$ cat src/rtl/wrp_pkg.sv
// Shared constants and types for the display memory write port.
// Assumes character codes are 7 bits wide, so that the control field layout fits.
package wrp_pkg;

    // Control word that an attribute/control write loads from data bits 6..2
    typedef struct packed {
        logic       ext_off;
        logic [2:0] bright;
        logic       mblank;
    } ctrl_t;

    localparam int CTRL_W = 5;
    // Position of the control field inside the write data
    localparam int CTRL_LSB = 2;
    // Character code that clear and reset load
    localparam logic [6:0] SPACE_CODE = 7'h20;

endpackage

$ cat src/rtl/wrp_strobe_edge.sv
// Strobe edge detector.
// Samples the bus every cycle. It raises wr_go in the cycle where wr_n is
// high after being sampled low, provided both enables were low at that sample.
// The bus values it presents are the ones captured in the cycle before the edge.
// Assumes every bus input is already synchronous to clk.
module wrp_strobe_edge #(
    parameter int AW = 2,
    parameter int DW = 7
) (
    input  logic          clk,
    input  logic          rst_n,
    input  logic          cs_a_n,
    input  logic          cs_b_n,
    input  logic          wr_n,
    input  logic          sel,
    input  logic [AW-1:0] addr,
    input  logic [DW-1:0] din,
    output logic          wr_go,
    output logic          wr_sel,
    output logic [AW-1:0] wr_addr,
    output logic [DW-1:0] wr_data
);

    logic          wr_n_q;
    logic          en_q;
    logic          sel_q;
    logic [AW-1:0] addr_q;
    logic [DW-1:0] data_q;

    // Register the bus so that the values from before the strobe edge are kept
    always_ff @(posedge clk) begin
        if (!rst_n) begin
            wr_n_q <= 1'b1;
            en_q   <= 1'b0;
            sel_q  <= 1'b0;
            addr_q <= '0;
            data_q <= '0;
        end else begin
            wr_n_q <= wr_n;
            en_q   <= ~cs_a_n & ~cs_b_n;
            sel_q  <= sel;
            addr_q <= addr;
            data_q <= din;
        end
    end

    // Rising strobe edge with both enables active in the previous cycle
    assign wr_go   = en_q & ~wr_n_q & wr_n;
    assign wr_sel  = sel_q;
    assign wr_addr = addr_q;
    assign wr_data = data_q;

endmodule

$ cat src/rtl/wrp_clear_qual.sv
// Clear qualifier.
// Counts consecutive cycles with clr_n low. It raises clr_go from the
// CLR_MIN-th such cycle on, for as long as clr_n stays low.
// Assumes clr_n is synchronous to clk and CLR_MIN >= 2.
module wrp_clear_qual #(
    parameter int CLR_MIN = 8
) (
    input  logic clk,
    input  logic rst_n,
    input  logic clr_n,
    output logic clr_go
);

    localparam int CW = (CLR_MIN > 2) ? $clog2(CLR_MIN) : 1;
    localparam logic [CW-1:0] CNT_TOP = CW'(CLR_MIN - 1);

    logic [CW-1:0] low_cnt_q;

    // Count low cycles, saturating one short of CLR_MIN
    always_ff @(posedge clk) begin
        if (!rst_n || clr_n) begin
            low_cnt_q <= '0;
        end else if (low_cnt_q != CNT_TOP) begin
            low_cnt_q <= low_cnt_q + 1'b1;
        end
    end

    // Clear takes effect once the earlier low cycles reach the threshold
    assign clr_go = ~clr_n & (low_cnt_q == CNT_TOP);


    // clr_go may only assert after clr_n was low on the previous edge.
    clr_needs_prior_low_chk: assert property (@(posedge clk) disable iff (!rst_n)
        clr_go |-> $past(!clr_n));

endmodule

$ cat src/rtl/wrp_store.sv
// Display state storage.
// Holds the per-digit character codes, the per-digit cursor and blank-hold
// flags, and the shared control word. Clear and reset load the space code
// and zeros, and override a write in the same cycle.
// Assumes wr_go is a single-cycle pulse and DW >= 7.
module wrp_store
    import wrp_pkg::*;
#(
    parameter int DIGITS = 4,
    parameter int AW     = 2,
    parameter int DW     = 7
) (
    input  logic                 clk,
    input  logic                 rst_n,
    input  logic                 clr_go,
    input  logic                 wr_go,
    input  logic                 wr_sel,
    input  logic [AW-1:0]        wr_addr,
    input  logic [DW-1:0]        wr_data,
    output logic [DIGITS*DW-1:0] char_flat,
    output logic [DIGITS-1:0]    cur_flags,
    output logic [DIGITS-1:0]    bd_flags,
    output ctrl_t                ctrl
);

    localparam logic [DW-1:0] SPACE = DW'(SPACE_CODE);

    logic wipe;
    logic attr_wr;

    assign wipe    = ~rst_n | clr_go;
    assign attr_wr = wr_go & ~wr_sel;

    for (genvar g = 0; g < DIGITS; g++) begin : g_digit
        logic hit;
        assign hit = (wr_addr == AW'(g));

        // Character code of digit g
        always_ff @(posedge clk) begin
            if (wipe) begin
                char_flat[g*DW +: DW] <= SPACE;
            end else if (wr_go && wr_sel && hit) begin
                char_flat[g*DW +: DW] <= wr_data;
            end
        end

        // Cursor and blank-hold flags of digit g
        always_ff @(posedge clk) begin
            if (wipe) begin
                cur_flags[g] <= 1'b0;
                bd_flags[g]  <= 1'b0;
            end else if (attr_wr && hit) begin
                cur_flags[g] <= wr_data[0];
                bd_flags[g]  <= wr_data[1];
            end
        end
    end

    // Shared control word, loaded by every attribute/control write
    always_ff @(posedge clk) begin
        if (wipe) begin
            ctrl <= '0;
        end else if (attr_wr) begin
            ctrl <= ctrl_t'(wr_data[CTRL_LSB +: CTRL_W]);
        end
    end


    // A qualified clear leaves the space code in every character slot.
    clr_loads_space_chk: assert property (@(posedge clk) disable iff (!rst_n)
        clr_go |=> (char_flat == {DIGITS{SPACE}}));


    // A qualified clear zeroes flags and control, even with a write on the same edge.
    clr_beats_write_chk: assert property (@(posedge clk) disable iff (!rst_n)
        clr_go |=> (ctrl == '0 && cur_flags == '0 && bd_flags == '0));


    // With no write and no clear, the characters and the control word hold.
    idle_holds_chk: assert property (@(posedge clk) disable iff (!rst_n)
        (!wr_go && !clr_go) |=> ($stable(char_flat) && $stable(ctrl)));


    // A character write leaves the attributes and the control word alone.
    char_wr_isolated_chk: assert property (@(posedge clk) disable iff (!rst_n)
        (wr_go && wr_sel && !clr_go) |=>
        ($stable(cur_flags) && $stable(bd_flags) && $stable(ctrl)));

endmodule

$ cat src/rtl/dispmem_wr_port.sv
// Display memory write port (top).
// Joins the strobe edge detector, the clear qualifier and the storage, and
// splits the control word into its output fields.
// Assumes all bus inputs are synchronous to clk.
module dispmem_wr_port
    import wrp_pkg::*;
#(
    parameter int DIGITS  = 4,
    parameter int CODE_W  = 7,
    parameter int CLR_MIN = 8,
    localparam int AW     = $clog2(DIGITS)
) (
    input  logic                     clk,
    input  logic                     rst_n,
    input  logic                     cs_a_n,
    input  logic                     cs_b_n,
    input  logic                     wr_n,
    input  logic                     sel_char,
    input  logic [AW-1:0]            addr,
    input  logic [CODE_W-1:0]        din,
    input  logic                     clr_n,
    output logic [DIGITS*CODE_W-1:0] char_codes,
    output logic [DIGITS-1:0]        cursor_flags,
    output logic [DIGITS-1:0]        blank_hold_flags,
    output logic                     master_blank,
    output logic [2:0]               bright_code,
    output logic                     ext_off
);

    logic              wr_go;
    logic              wr_sel;
    logic [AW-1:0]     wr_addr;
    logic [CODE_W-1:0] wr_data;
    logic              clr_go;
    ctrl_t             ctrl;

    wrp_strobe_edge #(.AW(AW), .DW(CODE_W)) u_edge (
        .clk     (clk),
        .rst_n   (rst_n),
        .cs_a_n  (cs_a_n),
        .cs_b_n  (cs_b_n),
        .wr_n    (wr_n),
        .sel     (sel_char),
        .addr    (addr),
        .din     (din),
        .wr_go   (wr_go),
        .wr_sel  (wr_sel),
        .wr_addr (wr_addr),
        .wr_data (wr_data)
    );

    wrp_clear_qual #(.CLR_MIN(CLR_MIN)) u_clr (
        .clk    (clk),
        .rst_n  (rst_n),
        .clr_n  (clr_n),
        .clr_go (clr_go)
    );

    wrp_store #(.DIGITS(DIGITS), .AW(AW), .DW(CODE_W)) u_store (
        .clk       (clk),
        .rst_n     (rst_n),
        .clr_go    (clr_go),
        .wr_go     (wr_go),
        .wr_sel    (wr_sel),
        .wr_addr   (wr_addr),
        .wr_data   (wr_data),
        .char_flat (char_codes),
        .cur_flags (cursor_flags),
        .bd_flags  (blank_hold_flags),
        .ctrl      (ctrl)
    );

    assign master_blank = ctrl.mblank;
    assign bright_code  = ctrl.bright;
    assign ext_off      = ctrl.ext_off;

endmodule

$ cat config.mk
export PLATFORM = sky130hd
export DESIGN_NAME = dispmem_wr_port
export DESIGN_NICKNAME = d
export VERILOG_FILES = /design/src/rtl/wrp_pkg.sv /design/src/rtl/wrp_strobe_edge.sv /design/src/rtl/wrp_clear_qual.sv /design/src/rtl/wrp_store.sv /design/src/rtl/dispmem_wr_port.sv
export SDC_FILE = /design/constraint.sdc
export NUM_CORES = 1
export LEC_CHECK = 0
export BUFFER_PORTS_ARGS = -buffer_cell sky130_fd_sc_hd__clkbuf_2
export CAP_MARGIN = 40
export CORE_ASPECT_RATIO = 0.7
export CORE_MARGIN = 3
export CORE_UTILIZATION = 25
export DETAILED_ROUTE_END_ITERATION = 6
export HOLD_SLACK_MARGIN = 0.12
export PLACE_DENSITY = 0.54
export SETUP_SLACK_MARGIN = 0.3
export SLEW_MARGIN = 20
export SYNTH_ARGS = -nofsm -noshare
export SYNTH_HDL_FRONTEND = slang
export SYNTH_SLANG_ARGS = --single-unit
$ cat constraint.sdc
create_clock -name clk -period 1.88 [get_ports clk]
set_input_delay 0.282 -clock clk [delete_from_list [all_inputs] [get_ports clk]]
set_output_delay 0.282 -clock clk [all_outputs]
set_load 0.005 [all_outputs]
==> out/results.tsv <==
metric	value	unit
crit_required	2050	ps
numCtsBuffers	5	
dr.max_layer_used	met4	
tns	0	ps
crit_path_top_delay_cell	dfxtp_1	
die_w	119	um
syn_inst	202	
yosysWarnings	0	
status	completed	
dpl_worst_slack	262	ps
clkPwrFrac	41.7	%
met2_length	2.34	mm
drc	0	
core-area	8620	um^2
worstHoldPathType	primary input to flop	
worst_pin_slew	354	ps
syn_nets	220	
grt_setup_unrepaired	no	
final.period_utilization	77.7	%
startpoint_type	flop	
holdPathStages	2	
syn_avg_cell_area	11.1	um^2
p_leak	1.31	nW
internal_power	1.75	mW
path_class	flop to flop	
drt_first_pass_iters	2	
synth-async-reset-ratio	0	%
io_pins	57	
seqPwrFrac	53.4	%
pwr-share-comb	4.9	%
met1Wirelength	3.41	mm
cp_slowest_stage_delay	350	ps
ir_worst_vdd	387	uV
drt_wl_total	6.00	mm
synth_edf_count	0	
cp_max_fo	14	
max-cap-violations	0	
final_nets	281	
synth_top_area_share	49.8	%
grt_max_degree	39	
wire_per_inst	15.6	um
maxSlewViolCount	0	
viasPerCell	4.45	
clkTransAtPathRegs	70	ps
fin_ws	420	ps
cp-startpoint	u_clr.low_cnt_q[0]	
fmax	685	MHz
ys_types	27	
setup_viol	0	
r2r_cells	6	
fin_skew	9.39	ps
antenna_found_initial	0	
overflow	0	
critPathBufInv	2	
syn-cell-area	2250	um^2
htree_levels	2	
drive_above_1_share	33.7	%
ant_nets	0	
p_switching	0.522	mW
p_per_area	790	nW/um^2
hold_viol	0	
clk_latency	290	ps
ys_ff_latch	56	
place_area	2670	um^2
cts_root_buf	clkbuf_16	
critPathArrivalTime	1630	ps
io_buffers	56	
ys_seq_area_share	49.8	%
slew_headroom	76.4	%
dpl.hpwl	4.42	mm
route.met3.wl	245	um
cts_tree	yes	
die_height	85.4	um
postLayoutCellArea	2870	um^2
swShare	23.0	%
worstPathCellList	ha_1 -> ha_2 -> clkinv_4 -> o211ai_1 -> buf_4 -> mux2i_1	
grt_pass1_wl	9.69	mm
gp_congestion	0.713	
track_usage	11.9	%
netlist_top_cells_area	dfxtp_1, mux2i_1, o211ai_1	
drt_iter0_markers	97	
worstHoldStart	cs_a_n	
power.total	2.27	mW
diodes	0	
die_area	10200	um^2
grt_pass1_vias	1744	
clock_sinks	56	
critical-path-top-delay-family	adder cells	
period_needed	1460	ps
start_util	26.1	%
yosysTopAreaCell	dfxtp_1	
synthToLayoutAreaGrowth	27.6	%
r2r-start	u_clr.low_cnt_q[0]	
end_kind	flop	
synth_top_flop_cell	dfxtp_1	
cts.path.max_buffers	2	
num_vias	1708	
cp.depth	6	
core.rowCount	28	
-- final timing paths --
kind | endpoint | slack [ps]
setup / recovery | u_store.bd_flags[0] | 420
hold / removal | u_edge.en_q | 150
setup reg to reg | u_store.bd_flags[0] | 420
hold reg to reg | u_store.char_flat[13] | 500
-- timing repair --
| action | CTS | global route |
|---|---|---|
| endpoints found under the setup margin | 8 | 33 |
| buffers inserted | 2 | 4 |
| hold buffers | 0 | 0 |
| gates resized for setup | 0 | 4 |
| pin swaps | 2 | 3 |
| gates cloned | 0 | 0 |
-- synthesized netlist by cell type, types with 2 or more instances --
cell type	number
inv_1	2
clkbuf_1	3
nand2_2	2
buf_2	7
ha_1	2
nor2b_1	2
o211ai_1	38
nor2_1	9
buf_4	4
dfxtp_1	56
a211oi_1	4
nand2_1	3
buf_6	4
mux2i_1	42
and2_1	12
-- power groups by stage --
stage	clock, mW	combinational (mW)	sequential, mW
2_1_floorplan	0	0.0604	1.24
3_3_place_gp	0	0.106	1.24
3_5_place_dp	0	0.106	1.24
4_1_cts	0.956	0.109	1.21
5_1_grt	1.02	0.122	1.22
6_report	0.946	0.111	1.21
-- metrics by stage --
step | std cells | util, % | hold slack (ps)
3_5_place_dp | 370 | 31.0 | 458
6_report | 384 | 33.3 | 147
4_1_cts | 380 | 32.9 | 153
5_1_grt | 384 | 33.3 | 149
2_1_floorplan | 202 | - | 353
3_3_place_gp | 370 | 31.0 | 458
-- sequential cells by signal (all words and copies together) (netlist names) --
register           count
u_store.ctrl           5
u_clr.low_cnt_q        3
u_edge.wr_sel          1
u_edge.en_q            1
u_edge.wr_addr         2
u_edge.wr_n_q          1
u_store.cur_flags      4
u_store.char_flat     28
u_store.bd_flags       4
u_edge.wr_data         7
-- cell families after synthesis --
kind of cell | after synthesis | share of synthesized area (%)
muxes | 42 | 18.7
AOI/OAI and AO/OA | 44 | 14.8
adders and majority gates | 2 | 1.11
xor gates and xnor gates | 1 | 0.389
DFF | 56 | 49.8
and+or+nand+nor | 36 | 9.34
buffers and inverters | 21 | 5.89
-- placed cells by master, fill, tap and decap left out, drive strengths merged --
master  netlist  routed
o211ai       38      38
a211oi        4       4
nor2          9       9
nor3          1       1
buf          15      16
ha            2       2
dfxtp        56      56
xor2          1       1
o21ai         1       1
and4bb        1       1
a211o         1       1
nor2b         2       2
and4b         1       1
nand3         2       2
clkinv        0       3
and2         13      13
clkbuf        3      61
nand2b        1       1
nand2         5       5
inv           3       3
mux2i        42      42
and3          1       1
-- layout make-up --
class / instances / area, um^2
clock buffer: 5 / 125
clock inverter: 3 / 22.5
fill: 924 / 5750
inverter: 3 / 16.3
multi-input combinational: 125 / 1000
sequential: 56 / 1120
tap: 120 / 150
timing repair buffer: 72 / 438
-- worst reg2reg max path, stage by stage, from the launching register on --
cell	delay, ps
dfxtp_1	350
ha_1	160
ha_2	210
clkinv_4	130
o211ai_1	250
buf_4	180
mux2i_1	70
-- layer usage --
metal	global-route usage [%]	vias to the layer above
li1	-	861
met1	18.8	809
met2	16.1	36
met3	3.60	2
met4	1.25	0
met5	0	-
Power figures use the tool's default switching activity.
